$ cat src/rtl/ttw_pkg.sv
package ttw_pkg;

    localparam int WORD_W    = 32;
    localparam int TB_LO     = 14;
    localparam int TB_W      = WORD_W - TB_LO;
    localparam int SEC_LO    = 20;
    localparam int COARSE_LO = 10;
    localparam int FINE_LO   = 12;
    localparam int DOM_W     = 4;
    localparam int AP_W      = 8;
    localparam int CB_W      = 2;
    localparam int L2_VA_W   = 16;

    typedef enum logic [1:0] {
        PG_SECTION = 2'd0,
        PG_LARGE   = 2'd1,
        PG_SMALL   = 2'd2,
        PG_TINY    = 2'd3
    } page_t;

    typedef enum logic [1:0] {
        DK_FAULT   = 2'd0,
        DK_COARSE  = 2'd1,
        DK_SECTION = 2'd2,
        DK_FINE    = 2'd3
    } l1_kind_t;

    typedef enum logic [1:0] {
        ST_IDLE,
        ST_L1,
        ST_L2,
        ST_DONE
    } walk_st_t;

    typedef struct packed {
        logic              fault;
        logic [WORD_W-1:0] pa;
        page_t             ptype;
        logic [DOM_W-1:0]  dom;
        logic [CB_W-1:0]   cb;
        logic [AP_W-1:0]   ap;
    } walk_res_t;

    // number of virtual address bits kept as page offset for each page type
    function automatic int page_low_bits(input int kind);
        case (kind)
            1:       return 16;
            2:       return 12;
            3:       return 10;
            default: return SEC_LO;
        endcase
    endfunction

endpackage

$ cat src/rtl/ttw_splice.sv
module ttw_splice #(
    parameter int W  = 32,
    parameter int LO = 12
) (
    input  logic [W-1:LO] hi_i,
    input  logic [LO-1:0] lo_i,
    output logic [W-1:0]  out_o
);
    assign out_o = {hi_i, lo_i};
endmodule

$ cat src/rtl/ttw_l1_decode.sv
module ttw_l1_decode
    import ttw_pkg::*;
(
    input  logic [WORD_W-1:COARSE_LO] base_i,
    input  logic [DOM_W-1:0]          dom_i,
    input  logic [CB_W-1:0]           cb_i,
    input  logic [1:0]                kind_i,
    input  logic [SEC_LO-1:0]         va_lo_i,
    input  logic                      fine_en_i,
    output logic                      fault_o,
    output logic                      leaf_o,
    output logic [WORD_W-1:0]         l2_addr_o,
    output walk_res_t                 res_o
);
    logic [WORD_W-1:0] sec_pa;
    logic [WORD_W-1:0] coarse_addr;
    logic [WORD_W-1:0] fine_addr;
    l1_kind_t          kind;

    assign kind = l1_kind_t'(kind_i);

    ttw_splice #(.W(WORD_W), .LO(SEC_LO)) u_sec (
        .hi_i  (base_i[WORD_W-1:SEC_LO]),
        .lo_i  (va_lo_i),
        .out_o (sec_pa)
    );

    ttw_splice #(.W(WORD_W), .LO(COARSE_LO)) u_coarse (
        .hi_i  (base_i[WORD_W-1:COARSE_LO]),
        .lo_i  ({va_lo_i[SEC_LO-1:FINE_LO], 2'b00}),
        .out_o (coarse_addr)
    );

    ttw_splice #(.W(WORD_W), .LO(FINE_LO)) u_fine (
        .hi_i  (base_i[WORD_W-1:FINE_LO]),
        .lo_i  ({va_lo_i[SEC_LO-1:COARSE_LO], 2'b00}),
        .out_o (fine_addr)
    );

    always_comb begin
        fault_o   = (kind == DK_FAULT) || ((kind == DK_FINE) && !fine_en_i);
        leaf_o    = (kind == DK_SECTION);
        l2_addr_o = (kind == DK_COARSE) ? coarse_addr : fine_addr;
        res_o     = '0;
        res_o.dom = dom_i;
        if (fault_o) begin
            res_o.fault = 1'b1;
        end else begin
            res_o.pa    = sec_pa;
            res_o.ptype = PG_SECTION;
            res_o.cb    = cb_i;
            res_o.ap    = {{(AP_W-2){1'b0}}, base_i[11:10]};
        end
    end
endmodule

$ cat src/rtl/ttw_l2_decode.sv
module ttw_l2_decode
    import ttw_pkg::*;
(
    input  logic [WORD_W-1:0]  desc_i,
    input  logic [L2_VA_W-1:0] va_lo_i,
    input  logic [DOM_W-1:0]   dom_i,
    output walk_res_t          res_o
);
    logic [WORD_W-1:0] cand [4];

    assign cand[0] = '0;

    for (genvar g = 1; g < 4; g++) begin : g_page
        localparam int LW = page_low_bits(g);
        ttw_splice #(.W(WORD_W), .LO(LW)) u_pg (
            .hi_i  (desc_i[WORD_W-1:LW]),
            .lo_i  (va_lo_i[LW-1:0]),
            .out_o (cand[g])
        );
    end

    always_comb begin
        res_o     = '0;
        res_o.dom = dom_i;
        if (desc_i[1:0] == 2'd0) begin
            res_o.fault = 1'b1;
        end else begin
            res_o.pa    = cand[desc_i[1:0]];
            res_o.ptype = page_t'(desc_i[1:0]);
            res_o.cb    = desc_i[3:2];
            if (desc_i[1:0] == 2'd3) begin
                res_o.ap = {{(AP_W-2){1'b0}}, desc_i[5:4]};
            end else begin
                res_o.ap = desc_i[11:4];
            end
        end
    end
endmodule

$ cat src/rtl/ttw_walker.sv
module ttw_walker
    import ttw_pkg::*;
(
    input  logic              clk,
    input  logic              rst_n,
    input  logic              start_i,
    input  logic [31:0]       va_i,
    input  logic [17:0]       tbase_i,
    input  logic              fine_en_i,
    output logic              mem_req_o,
    output logic [31:0]       mem_addr_o,
    input  logic              mem_ack_i,
    input  logic [31:0]       mem_rdata_i,
    output logic              busy_o,
    output logic              done_o,
    output logic              fault_o,
    output logic [31:0]       pa_o,
    output logic [1:0]        ptype_o,
    output logic [3:0]        domain_o,
    output logic [1:0]        cb_o,
    output logic [7:0]        ap_o
);
    typedef struct packed {
        walk_st_t          st;
        logic [SEC_LO-1:0] va;
        logic              fine;
        logic [DOM_W-1:0]  dom;
        logic [WORD_W-1:0] addr;
        walk_res_t         res;
    } regs_t;

    regs_t regs_d, regs_q;

    logic [WORD_W-1:0] l1_addr;
    logic              l1_fault;
    logic              l1_leaf;
    logic [WORD_W-1:0] l2_addr;
    walk_res_t         l1_res;
    walk_res_t         l2_res;

    ttw_splice #(.W(WORD_W), .LO(TB_LO)) u_l1_addr (
        .hi_i  (tbase_i),
        .lo_i  ({va_i[WORD_W-1:SEC_LO], 2'b00}),
        .out_o (l1_addr)
    );

    ttw_l1_decode u_l1 (
        .base_i    (mem_rdata_i[WORD_W-1:COARSE_LO]),
        .dom_i     (mem_rdata_i[8:5]),
        .cb_i      (mem_rdata_i[3:2]),
        .kind_i    (mem_rdata_i[1:0]),
        .va_lo_i   (regs_q.va),
        .fine_en_i (regs_q.fine),
        .fault_o   (l1_fault),
        .leaf_o    (l1_leaf),
        .l2_addr_o (l2_addr),
        .res_o     (l1_res)
    );

    ttw_l2_decode u_l2 (
        .desc_i  (mem_rdata_i),
        .va_lo_i (regs_q.va[L2_VA_W-1:0]),
        .dom_i   (regs_q.dom),
        .res_o   (l2_res)
    );

    always_comb begin
        regs_d = regs_q;
        case (regs_q.st)
            ST_IDLE: begin
                if (start_i) begin
                    regs_d.va   = va_i[SEC_LO-1:0];
                    regs_d.fine = fine_en_i;
                    regs_d.addr = l1_addr;
                    regs_d.st   = ST_L1;
                end
            end
            ST_L1: begin
                if (mem_ack_i) begin
                    regs_d.dom = mem_rdata_i[8:5];
                    if (l1_fault || l1_leaf) begin
                        regs_d.res = l1_res;
                        regs_d.st  = ST_DONE;
                    end else begin
                        regs_d.addr = l2_addr;
                        regs_d.st   = ST_L2;
                    end
                end
            end
            ST_L2: begin
                if (mem_ack_i) begin
                    regs_d.res = l2_res;
                    regs_d.st  = ST_DONE;
                end
            end
            default: begin
                regs_d.st = ST_IDLE;
            end
        endcase
    end

    always_ff @(posedge clk or negedge rst_n) begin
        if (!rst_n) begin
            regs_q <= '{st: ST_IDLE, default: '0};
        end else begin
            regs_q <= regs_d;
        end
    end

    assign mem_req_o  = (regs_q.st == ST_L1) || (regs_q.st == ST_L2);
    assign mem_addr_o = regs_q.addr;
    assign busy_o     = (regs_q.st != ST_IDLE);
    assign done_o     = (regs_q.st == ST_DONE);
    assign fault_o    = regs_q.res.fault;
    assign pa_o       = regs_q.res.pa;
    assign ptype_o    = regs_q.res.ptype;
    assign domain_o   = regs_q.res.dom;
    assign cb_o       = regs_q.res.cb;
    assign ap_o       = regs_q.res.ap;
endmodule

$ cat config.mk
export PLATFORM = sky130hd
export DESIGN_NAME = ttw_walker
export DESIGN_NICKNAME = d
export VERILOG_FILES = /design/src/rtl/ttw_pkg.sv /design/src/rtl/ttw_splice.sv /design/src/rtl/ttw_l1_decode.sv /design/src/rtl/ttw_l2_decode.sv /design/src/rtl/ttw_walker.sv
export SDC_FILE = /design/constraint.sdc
export NUM_CORES = 1
export LEC_CHECK = 0
export BUFFER_PORTS_ARGS = -buffer_cell sky130_fd_sc_hd__buf_2
export CORE_MARGIN = 2
export CORE_UTILIZATION = 51
export DETAILED_ROUTE_END_ITERATION = 7
export PLACE_DENSITY = 0.8
export SYNTH_ARGS = -nofsm -noshare
export SYNTH_HDL_FRONTEND = slang
export SYNTH_SLANG_ARGS = --single-unit
$ cat constraint.sdc
create_clock -name clk -period 1.9 [get_ports clk]
set_input_delay 0.285 -clock clk [delete_from_list [all_inputs] [get_ports clk]]
set_output_delay 0.285 -clock clk [all_outputs]
set_load 0.01 [all_outputs]
==> qor.yml <==
flow_run:
  maxCapViolations: 0
critical_path:
  start_kind: "register"
  crit_path_end_kind: "register"
  worstPathMaxFanout: 6
  cp.arrival_ns: 2.15
  worstPathCellList: "inv_2 > ha_4 > buf_6 > and4b_1 > a41oi_4 > buf_12 > o31ai_2 > a22o_1"
  r2r_cells: 8
  worst-setup-path-type: "register to register"
  required_ns: 2.16
  crit_slowest_cell: "dfrtp_1"
  rrSetupSlack_ns: 0.01
  slowest_delay_ns: 0.43
pwr:
  clockPowerShare_pct: 13.3
  swShare_pct: 39.6
  seqPwrFrac_pct: 39.7
  leakage_nw: 3.13
  power.density_mw_per_mm2: 1630
  internal-power_mw: 6.03
  ir_worst_vdd_mv: 0.963
  p_comb_share_pct: 47.0
  p_sw_mw: 3.94
  p_total_mw: 9.97
cts:
  clk_latency_ns: 0.38
  clk_path_buf_depth: 2
  cts_num_sinks: 106
  cts_max_level: 3
  tritoncts: "yes"
  numCtsBuffers: 9
  root_buffer: "clkbuf_8"
  clk_pin_slew_worst_paths_ns: 0.12
floorplan:
  die-area_sq_mm: 0.0112
  start_util_pct: 51.9
  dieHeight_um: 106
  num_io_pins: 171
  coreArea_sq_mm: 0.0102
  die_w_um: 106
  rows: 37
logic_synthesis:
  synth-seq-area-share_pct: 50.2
  ys_warn_count: 0
  synth_seq_cells: 106
  synth_area_leaders: "dfrtp_1 (50%), buf_4 (13%), mux2_2 (5.5%)"
  synth_top_area_cell: "dfrtp_1"
  synth.top_cell.area_share_pct: 50.2
  synthesis.area_sq_mm: 0.00528
  synthCells: 482
  avgSynthCellArea_sq_um: 11.0
  synth_cell_types: 43
sta:
  relSlewSlack_pct: 55.1
  post-route-period-util_pct: 99.4
  hold-worst-slack_ns: 0.117
  period_minus_slack_ns: 1.89
  fmax_ghz: 0.529
  skew_ns: 0.0162
  rsz0062_at_grt: "true"
  report.final.slew_viol_count: 0
  setup_viol: 0
  hold_violations: 0
  tightest_slew_ns: 0.670
detailed_routing:
  via_per_inst: 5.58
  first_iter_violations: 315
  drt_first_pass_iters: 6
  vias: 4038
  routed_wl_um: 13000
  wl_per_cell_um: 18.0
  drc: 0
  detail-route-antenna-nets: 0
placed_design:
  gp_congestion: 0.839
  port_buffers: 168
  dpl_cell_area_sq_mm: 0.00571
  dp_hpwl_um: 9060
hold_path:
  worstHoldPathType: "input port to register"
  hold_depth: 3
cells_and_area:
  drive_above_1_share_pct: 43.9
  design_area_sq_mm: 0.00613
  area_growth_pct: 16.0
  fill_cells: 903
  fin_nets: 674
  final_core_util_pct: 60.2
  diodes: 0
global_routing:
  grt_max_degree: 51
  track_usage_pct: 23.0
  grt_overflow: 0
  grt_pass1_wl_um: 20100
  grt_pass1_vias: 3910
  antenna_found_initial: 0
status:
  status: "finished clean"
[worst max-delay path: cells and delay by family, from the launching register on]
kind | cells | cell delay, ns
flops | 1 | 0.43
simple gates | 1 | 0.21
buf+inv | 3 | 0.36
compound gates | 3 | 0.59
fa+ha+maj | 1 | 0.17
[area by class of cell]
cell class	count	area, sq um	share of cell area, %
Sequential cell	106	2650	43.3
Multi-Input combinational cell	253	1890	30.9
Timing Repair Buffer	195	1150	18.8
Tap cell	136	170	2.78
Clock buffer	9	124	2.02
Inverter	18	71.3	1.16
Clock inverter	7	58.8	0.960
[layer usage]
| metal | part of all wire [%] | vias to the layer above | track usage, % |
|---|---|---|---|
| li1 | - | 1846 | - |
| met1 | 42 | 1987 | 30.7 |
| met2 | 50 | 187 | 38.0 |
| met3 | 6.5 | 18 | 4.89 |
| met4 | 1.5 | 0 | 6.48 |
| met5 | 0 | - | 0 |
[layout by cell type (no fill, tap or decap), types with 4 or more instances in the layout]
cell type | netlist | final
mux2i_1 | 12 | 12
mux2_2 | 26 | 26
o21ai_0 | 14 | 14
a22o_1 | 29 | 29
nor2_1 | 6 | 4
nand2_1 | 66 | 65
a222oi_1 | 10 | 10
dfrtp_1 | 106 | 105
inv_1 | 18 | 15
buf_2 | 11 | 167
a22oi_1 | 26 | 26
a221o_1 | 4 | 4
nand3_1 | 6 | 6
o22ai_1 | 10 | 10
buf_4 | 91 | 15
buf_12 | 0 | 5
clkbuf_8 | 0 | 9
nand2b_1 | 4 | 4
buf_6 | 3 | 5
o21ai_1 | 8 | 8
[through the flow]
step / worst slack (ns) / cells / setup TNS (ns)
final: 0.0108 / 724 / 0
after global routing: -0.0431 / 724 / -0.429
after CTS: -0.0259 / 719 / -0.232
after detailed placement: -0.102 / 695 / -1.91
after global placement: 0.0249 / 695 / 0
after floorplan: 0.251 / 483 / 0
[sequential cells by signal, indices dropped and copies added (netlist names)]
name,flops
mem_addr_o,30
pa_o,32
fault_o,1
regs_q,27
ap_o,8
domain_o,4
ptype_o,2
cb_o,2
[cell families after synthesis]
logic type | share of synthesized area (%)
buffers and inverters | 16.2
AOI/OAI and AO/OA | 17.3
DFF | 50.2
and+or+nand+nor | 7.51
muxes | 7.81
adders and majority gates | 0.947
other | 0.0710
[final timing paths]
path                                            startpoint                         end
worst min-delay path                           tbase_i[16]  mem_addr_o[30]$_DFFE_PN0P_
max in group asynchronous                            rst_n      regs_q[82]$_DFFE_PN0P_
worst min register to register  mem_addr_o[31]$_DFFE_PN0P_  mem_addr_o[31]$_DFFE_PN0P_
worst max register to register     regs_q[106]$_DFFE_PN0P_         pa_o[3]$_DFFE_PN0P_
worst max-delay path               regs_q[106]$_DFFE_PN0P_         pa_o[3]$_DFFE_PN0P_
min in group asynchronous                            rst_n      regs_q[85]$_DFFE_PN0P_
[power by group through the flow]
stage          clock (mW)  combinational [mW]  sequential, mW
3_5_place_dp            0                4.29            3.98
2_1_floorplan           0                3.73            3.80
5_1_grt              1.46                5.10            4.07
6_report             1.33                4.69            3.95
3_3_place_gp            0                4.12            3.93
4_1_cts              1.35                4.47            3.94
[what timing repair did]
action | 4_1_cts | 5_1_grt
pin swaps | 3 | 4
endpoints found under the hold margin | 33 | 0
buffers inserted | 5 | 3
cloned | 2 | 2
gates resized for setup | 9 | 13
hold buffers | 1 | 0
endpoints found under the setup margin | 25 | 47
[synth_stat cells]
library cell  number
dfrtp_1          106
buf_4             91
nand2_1           66
a22o_1            29
a22oi_1           26
mux2_2            26
inv_1             18
o21ai_0           14
mux2i_1           12
buf_2             11
a222oi_1          10
o22ai_1           10
o21ai_1            8
nand3_1            6
nor2_1             6
a221o_1            4
clkbuf_1           4
ha_1               4
nand2b_1           4
buf_6              3
a32oi_1            2
a211oi_1           1
a211oi_2           1
a21o_1             1
a21oi_1            1
a221oi_1           1
a32oi_2            1
a41oi_1            1
a41oi_2            1
and2_4             1
and2b_1            1
and3_1             1
and3b_1            1
and4_4             1
and4b_1            1
conb_1             1
nor2b_1            1
nor3_1             1
nor3b_1            1
o21a_1             1
o221ai_2           1
o31ai_1            1
o31ai_4            1
Power figures use the tool's default switching activity.
